--- src/rtl/bcs_pkg.sv ---
package bcs_pkg;
  localparam int STAT_W = 8;
  typedef logic [STAT_W-1:0] stat_t;
  localparam stat_t STAT_ERASED = '1;
  localparam stat_t STAT_USER   = '0;

  typedef struct packed {
    logic lo_n;
    logic hi_a;
    logic hi_b;
  } strap_t;

  // zero status means user code
  function automatic logic stat_selects_user(input stat_t s);
    return (s == STAT_USER);
  endfunction

  // pin-strap override pattern
  function automatic logic strap_forces_boot(input strap_t p);
    return (!p.lo_n) && p.hi_a && p.hi_b;
  endfunction

  // flash-like write: bits may only fall
  function automatic stat_t stat_merge(input stat_t cur, input stat_t wr);
    return cur & wr;
  endfunction
endpackage

--- src/rtl/bcs_sync.sv ---
module bcs_sync #(
  parameter int WIDTH = 1,
  parameter int STAGES = 2,
  parameter logic [WIDTH-1:0] RST_VAL = '0
) (
  input  logic             clk,
  input  logic             arst_n,
  input  logic [WIDTH-1:0] d,
  output logic [WIDTH-1:0] q
);
  logic [STAGES-1:0][WIDTH-1:0] stg;

  genvar g;
  generate
    for (g = 0; g < STAGES; g++) begin : g_stage
      if (g == 0) begin : g_first
        always_ff @(posedge clk or negedge arst_n) begin
          if (!arst_n) stg[0] <= RST_VAL;
          else         stg[0] <= d;
        end
      end else begin : g_next
        always_ff @(posedge clk or negedge arst_n) begin
          if (!arst_n) stg[g] <= RST_VAL;
          else         stg[g] <= stg[g-1];
        end
      end
    end
  endgenerate

  assign q = stg[STAGES-1];
endmodule

--- src/rtl/bcs_store.sv ---
module bcs_store
  import bcs_pkg::*;
(
  input  logic  clk,
  input  logic  por_n,
  input  logic  cmd_status_wr,
  input  stat_t cmd_wr_data,
  input  logic  cmd_status_clr,
  input  logic  cmd_cfg_prog,
  input  logic  cmd_erase,
  output stat_t status_q,
  output logic  cfg_q
);
  stat_t status_d;
  logic  cfg_d;

  always_comb begin
    status_d = status_q;
    cfg_d    = cfg_q;
    if (cmd_erase) begin
      status_d = STAT_ERASED;
      cfg_d    = 1'b0;
    end else begin
      if (cmd_status_wr)  status_d = stat_merge(status_d, cmd_wr_data);
      if (cmd_status_clr) status_d = STAT_USER;
      if (cmd_cfg_prog)   cfg_d    = 1'b1;
    end
  end

  always_ff @(posedge clk or negedge por_n) begin
    if (!por_n) begin
      status_q <= STAT_ERASED;
      cfg_q    <= 1'b0;
    end else begin
      status_q <= status_d;
      cfg_q    <= cfg_d;
    end
  end

  p_no_raise_r4: assert property (@(posedge clk) disable iff (!por_n)
    !cmd_erase |=> ((status_q & ~$past(status_q)) == '0));

  // also covers R9: erase beats every other strobe
  p_erase_default_r3: assert property (@(posedge clk) disable iff (!por_n)
    cmd_erase |=> (status_q == STAT_ERASED) && !cfg_q);

  p_cfg_sticky_r6: assert property (@(posedge clk) disable iff (!por_n)
    cfg_q && !cmd_erase |=> cfg_q);
endmodule

--- src/rtl/bcs_decide.sv ---
module bcs_decide
  import bcs_pkg::*;
#(
  parameter int ADDR_W = 16,
  parameter logic [ADDR_W-1:0] USER_VEC = '0,
  parameter logic [ADDR_W-1:0] BOOT_VEC = 16'hFC00
) (
  input  logic              clk,
  input  logic              por_n,
  input  logic              cap_evt,
  input  strap_t            straps,
  input  stat_t             status_q,
  input  logic              cfg_q,
  input  logic              sw_x2,
  output logic              boot_sel,
  output logic [ADDR_W-1:0] start_addr,
  output logic              clk6_mode
);
  logic boot_now;
  logic cfg_cap_q;

  assign boot_now = strap_forces_boot(straps) || !stat_selects_user(status_q);

  always_ff @(posedge clk or negedge por_n) begin
    if (!por_n) begin
      boot_sel   <= 1'b0;
      start_addr <= USER_VEC;
      cfg_cap_q  <= 1'b0;
    end else if (cap_evt) begin
      boot_sel   <= boot_now;
      start_addr <= boot_now ? BOOT_VEC : USER_VEC;
      cfg_cap_q  <= cfg_q;
    end
  end

  always_ff @(posedge clk or negedge por_n) begin
    if (!por_n) clk6_mode <= 1'b0;
    else        clk6_mode <= cfg_cap_q | sw_x2;
  end

  p_hold_r8: assert property (@(posedge clk) disable iff (!por_n)
    !cap_evt |=> $stable(boot_sel) && $stable(start_addr));

  p_addr_match_r2: assert property (@(posedge clk) disable iff (!por_n)
    boot_sel |-> start_addr == BOOT_VEC);

  p_force_r5: assert property (@(posedge clk) disable iff (!por_n)
    cap_evt && strap_forces_boot(straps) |=> boot_sel);

  p_mode_r6: assert property (@(posedge clk) disable iff (!por_n)
    cfg_cap_q |=> clk6_mode);
endmodule

--- src/rtl/boot_clk_sel.sv ---
module boot_clk_sel
  import bcs_pkg::*;
#(
  parameter int ADDR_W = 16,
  parameter int SYNC_STAGES = 2,
  parameter logic [ADDR_W-1:0] BOOT_VEC = 16'hFC00
) (
  input  logic              clk,
  input  logic              por_n,
  input  logic              rst_n,
  input  logic              strap_lo_n,
  input  logic              strap_hi_a,
  input  logic              strap_hi_b,
  input  logic              sw_x2,
  input  logic              cmd_status_wr,
  input  logic [STAT_W-1:0] cmd_wr_data,
  input  logic              cmd_status_clr,
  input  logic              cmd_cfg_prog,
  input  logic              cmd_erase,
  output logic              boot_sel,
  output logic [ADDR_W-1:0] start_addr,
  output logic              clk6_mode
);
  localparam int STRAP_W = $bits(strap_t);

  logic   rst_sync_n;
  logic   rst_seen_q;
  logic   cap_evt;
  strap_t strap_raw;
  strap_t strap_sync;
  stat_t  status_q;
  logic   cfg_q;

  assign strap_raw = '{lo_n: strap_lo_n, hi_a: strap_hi_a, hi_b: strap_hi_b};

  bcs_sync #(.WIDTH(1), .STAGES(SYNC_STAGES), .RST_VAL(1'b0)) i_rst_sync (
    .clk(clk), .arst_n(rst_n), .d(1'b1), .q(rst_sync_n));

  bcs_sync #(.WIDTH(STRAP_W), .STAGES(SYNC_STAGES), .RST_VAL('0)) i_strap_sync (
    .clk(clk), .arst_n(por_n), .d(strap_raw), .q(strap_sync));

  always_ff @(posedge clk or negedge rst_n) begin
    if (!rst_n) rst_seen_q <= 1'b0;
    else        rst_seen_q <= rst_sync_n;
  end

  assign cap_evt = rst_sync_n && !rst_seen_q;

  bcs_store i_store (
    .clk(clk), .por_n(por_n),
    .cmd_status_wr(cmd_status_wr), .cmd_wr_data(cmd_wr_data),
    .cmd_status_clr(cmd_status_clr), .cmd_cfg_prog(cmd_cfg_prog),
    .cmd_erase(cmd_erase), .status_q(status_q), .cfg_q(cfg_q));

  bcs_decide #(.ADDR_W(ADDR_W), .BOOT_VEC(BOOT_VEC)) i_decide (
    .clk(clk), .por_n(por_n), .cap_evt(cap_evt), .straps(strap_sync),
    .status_q(status_q), .cfg_q(cfg_q), .sw_x2(sw_x2),
    .boot_sel(boot_sel), .start_addr(start_addr), .clk6_mode(clk6_mode));

  p_cap_single_r1: assert property (@(posedge clk) disable iff (!por_n)
    cap_evt |=> !cap_evt);
endmodule

--- config.mk ---
export PLATFORM = sky130hd
export DESIGN_NAME = boot_clk_sel
export DESIGN_NICKNAME = d
export VERILOG_FILES = /design/src/rtl/bcs_pkg.sv /design/src/rtl/bcs_sync.sv /design/src/rtl/bcs_store.sv /design/src/rtl/bcs_decide.sv /design/src/rtl/boot_clk_sel.sv
export SDC_FILE = /design/constraint.sdc
export NUM_CORES = 1
export LEC_CHECK = 0
export BUFFER_PORTS_ARGS = -buffer_cell sky130_fd_sc_hd__buf_4
export CORE_MARGIN = 2
export CORE_UTILIZATION = 41
export DETAILED_ROUTE_END_ITERATION = 16
export GPL_TIMING_DRIVEN = 1
export HOLD_SLACK_MARGIN = 0.12
export PLACE_DENSITY = 0.7
export SYNTH_ARGS = -nofsm -noshare
export SYNTH_HDL_FRONTEND = slang
export SYNTH_SLANG_ARGS = --single-unit
--- constraint.sdc ---
create_clock -name clk -period 1.1 [get_ports clk]
set_clock_uncertainty 0.15 [all_clocks]
set_input_delay 0.11 -clock clk [delete_from_list [all_inputs] [get_ports clk]]
set_output_delay 0.11 -clock clk [all_outputs]
set_load 0.05 [all_outputs]
* Yosys cells after proc, flatten, opt, wreduce, memory -nomap -nowiden
Index checks and enable logic that the tools add are counted.
** Operators by class
- Muxes and demuxes :: 6
- Bitwise gates (word level) :: 2
- Reduce and logical (&&, ||, !) cells :: 10
** Operators with widths (number)
- $mux 8 :: 3
- $mux 16 :: 1
- $and 8x8->8 :: 1
- $logic_not 8->1 :: 1
- $logic_and 1x1->1 :: 3
- $logic_not 1->1 :: 3
- $reduce_bool 3->1 :: 1
- $mux 1 :: 2
- $reduce_bool 2->1 :: 1
- $logic_or 1x1->1 :: 1
- $or 1x1->1 :: 1
** Storage, ports and cells
- Bits in registers :: 37
- Input port bits :: 19
- Output and inout port bits :: 18

* Longest topological paths before layout
- Depth in word-level cells :: 5
- Gate-level depth with buffers :: 3

* By module
From an unflattened synthesis, not the netlist that was laid out.
** Unflattened totals
- Cell total of the unflattened synthesis :: 70
- Area total of the unflattened synthesis :: 898.4 um^2
** Modules (own cells, without submodules)
- bcs_store :: instances 1, cells each 29, area an instance 371.6 um^2, sequential area each 235.2 um^2
- bcs_decide :: instances 1, cells each 27, area an instance 261.5 um^2, sequential area each 75.1 um^2
- bcs_sync at i_strap_sync :: instances 1, cells each 9, area an instance 172.7 um^2, sequential area each 150.1 um^2
- bcs_sync at i_rst_sync :: instances 1, cells each 2, area an instance 50.0 um^2, sequential area each 50.0 um^2
- boot_clk_sel :: instances 1, cells each 3, area an instance 42.5 um^2, sequential area each 25.0 um^2

* Worst setup path before layout
Ideal clock, no wire load.
- Path kind :: reg-to-output
- Start :: register i_decide.start_addr[14] (netlist name)
- End :: output start_addr[10]
- Arrival time :: 0.995 ns
- Slack :: -0.155 ns
- Cell stages (with the launch flop) :: 2
- Cells stage by stage :: dfrtp_1 > buf_4
** RTL lines
- end, declared :: line boot_clk_sel.sv:21 : output logic [ADDR_W-1:0] start_addr,

==> impl_metrics.csv <==
group,metric,value,unit
routing,vias_per_cell,4.40,
placement,routabilityCongestion,0.704,
worst_setup_path,crit_fanout,8,
worst_setup_path,crit_family,"flip-flops",
pwr,p_leak,0.564,nW
status,outcome,"finished with violations",
global_route,met1_usage,16.9,%
routing,num_vias,598,
timing,fin_crit,1220,ps
yosys,synth_seq_cells,21,
worst_setup_path,rr_worst_depth,3,
routing,routed_wl,1410,um
yosys,synth_warnings,0,
placement,place_area,1010,um^2
routing,drc,0,
pwr,irDropWorstVdd,0.000871,V
floorplan,die_h,50.1,um
global_route,grtUsageMet3,2.12,%
cts,clk_latency,290,ps
cts,cts_made_buffers,3,
global_route,grt_usage,12.9,%
min_path,hp-class,"in -> async",
worst_setup_path,crit_slowest_cell,"dfrtp_2",
global_route,grt_first_pass_wirelength,2420,um
pwr,powerDensity,1190,nW/um^2
cts,htreeDepth,1,
worst_setup_path,crit_type,"reg -> out",
timing,hold_viol,0,
timing,fin_crit_sh,111,%
timing,fmax,817,MHz
floorplan,pin_count,37,
worst_setup_path,arrival,960,ps
cts,postCtsHoldBufs,19,
finish,diodes,0,
global_route,antenna_found_initial,0,
floorplan,die_w,50.1,um
worst_setup_path,r2r-start,"i_store.status_q[4]$_DFFE_PN1P_",
worst_setup_path,timing.critical_path.buf_inv,1,
yosys,avgSynthCellArea,13.0,um^2
global_route,grt-busiest-layer,"met2",
cts,cts_root_buffer,"clkbuf_4",
floorplan,start_util,43.9,%
pwr,totalPowerFinal,1.51,mW
routing,drt_iter0_markers,3,
finish,design_area,1270,um^2
cts,clk_pin_slew,110,ps
timing,fin_ws,-124,ps
finish,fin_nets,129,
worst_setup_path,cp-start-kind,"register",
flow_run,cap_violations,0,
placement,dp_hpwl,947,um
global_route,first_global_vias,561,
cts,cts_tree,"built",
global_route,grt_max_degree,19,
cts,cts_buffer_depth,2,
finish,final_cell_mix,"buf_4, dlygate4sd3_1, dfrtp_1",
yosys,synth_area,870,um^2
status,violations,"setup timing",
timing,drv_slew,0,
timing,setup_viol,9,
routing,wl_per_cell,10.4,um
worst_setup_path,regToRegEndpoint,"i_decide.start_addr[14]$_DFFE_PN0P_",
routing,ant_nets,0,
worst_setup_path,end_kind,"output pin",
timing,tns,-984,ps
timing,rsz0062_at_grt,"yes",
worst_setup_path,worstPathRequired,840,ps
worst_setup_path,cp_slowest_stage_delay,470,ps
finish,area_growth,45.9,%
global_route,grtUsageMet2,21.1,%
cts,clock-sinks,21,
yosys,ys_types,17,
timing,whs,50.7,ps
finish,final_layout_size_suffix_gt1_share,47.7,%
yosys,synth.yosys.seq_area_share,61.6,%
floorplan,num_rows,16,
floorplan,core,1980,um^2
routing,drtPass1Iterations,4,
global_route,overflow,0,
placement,port_buffers,26,
finish,final_common_cell,"buf_4",
worst_setup_path,rrSetupSlack,-100,ps
finish,postLayoutCoreUtil,64.0,%
floorplan,dieArea,2510,um^2
worst_setup_path,worstPathCellList,"buf_4",
yosys,syn_inst,67,
==> metrics by stage <==
stage / cells / worst slack, ps
after CTS: 136 / -148
final: 136 / -124
after floorplan: 76 / 2.97
after global routing: 136 / -172
after detailed placement: 112 / -94.1
after global placement: 112 / -90.0
==> report_power, final <==
part           switching (mW)  internal [mW]  leakage (nW)
Clock                   0.215          0.135        0.0177
Combinational           0.151          0.137         0.313
Sequential             0.0346          0.839         0.233
==> cells in the mapped netlist (all sizes together) <==
master	instances	area share (%)
dfrtp	13	37
a31o	8	8.1
nor2b	1	1.0
clkbuf	1	0.43
o2111ai	1	1.0
nor4	2	2.9
or2	1	0.72
nand2	1	0.43
mux2	1	1.3
nand2b	8	5.8
buf	16	14
o21a	1	0.86
nor2	2	0.86
dfstp	8	24
conb	2	0.86
inv	1	0.43
==> cells by family (layout without fill, tap and decap cells) <==
| family | Yosys count | count (layout) | synth area share, % |
|---|---|---|---|
| multiplexers | 1 | 1 | 1.29 |
| buffers and inverters | 18 | 51 | 14.7 |
| AND/OR/NAND/NOR | 15 | 15 | 11.7 |
| AO/OA/AOI/OAI | 10 | 10 | 9.93 |
| other | 2 | 11 | 0.864 |
| flip-flops | 21 | 21 | 61.6 |
==> sequential cells by signal, summed over array words and instances, names as in the netlist <==
register             cells
i_decide.cfg_cap_q       1
i_decide.clk6_mode       1
i_decide.start_addr      1
i_rst_sync.q             1
i_rst_sync.stg           1
i_store.cfg_q            1
i_store.status_q         8
i_strap_sync.q           3
i_strap_sync.stg         3
rst_seen_q               1
==> worst max-delay path by stage <==
stage | startpoint | endpoint | slack (ps) | cells past startpoint
floorplan | i_store.status_q[3]$_DFFE_PN1P_ | i_decide.start_addr[14]$_DFFE_PN0P_ | 3 | 3
global placement | i_store.status_q[4]$_DFFE_PN1P_ | i_decide.start_addr[14]$_DFFE_PN0P_ | -90 | 3
detailed placement | i_store.status_q[4]$_DFFE_PN1P_ | i_decide.start_addr[14]$_DFFE_PN0P_ | -90 | 3
CTS | i_decide.start_addr[14]$_DFFE_PN0P_ | start_addr[11] | -150 | 1
global route | i_decide.start_addr[14]$_DFFE_PN0P_ | start_addr[10] | -170 | 1
finish | i_decide.start_addr[14]$_DFFE_PN0P_ | start_addr[11] | -120 | 1
==> routing by layer <==
metal  routed length, um  vias to the layer above
met4                   6                        0
met5                   0                        -
li1                    -                      281
met1                 572                      284
met3                  98                        2
met2                 734                       31
==> repair_timing <==
action,CTS,global route
hold endpoints to repair,34,10
pin swaps,2,4
setup endpoints to repair,10,16
resized for setup,2,4
buffers inserted,1,0
==> layout make-up <==
type	count	area, um^2
Timing Repair Buffer	46	397
Inverter	1	7.51
Sequential cell	21	537
Fill cell	151	713
Multi-Input combinational cell	37	267
Tap cell	27	33.8
Clock inverter	1	5.00
Clock buffer	3	22.5
(Power assumes the default switching activity.)
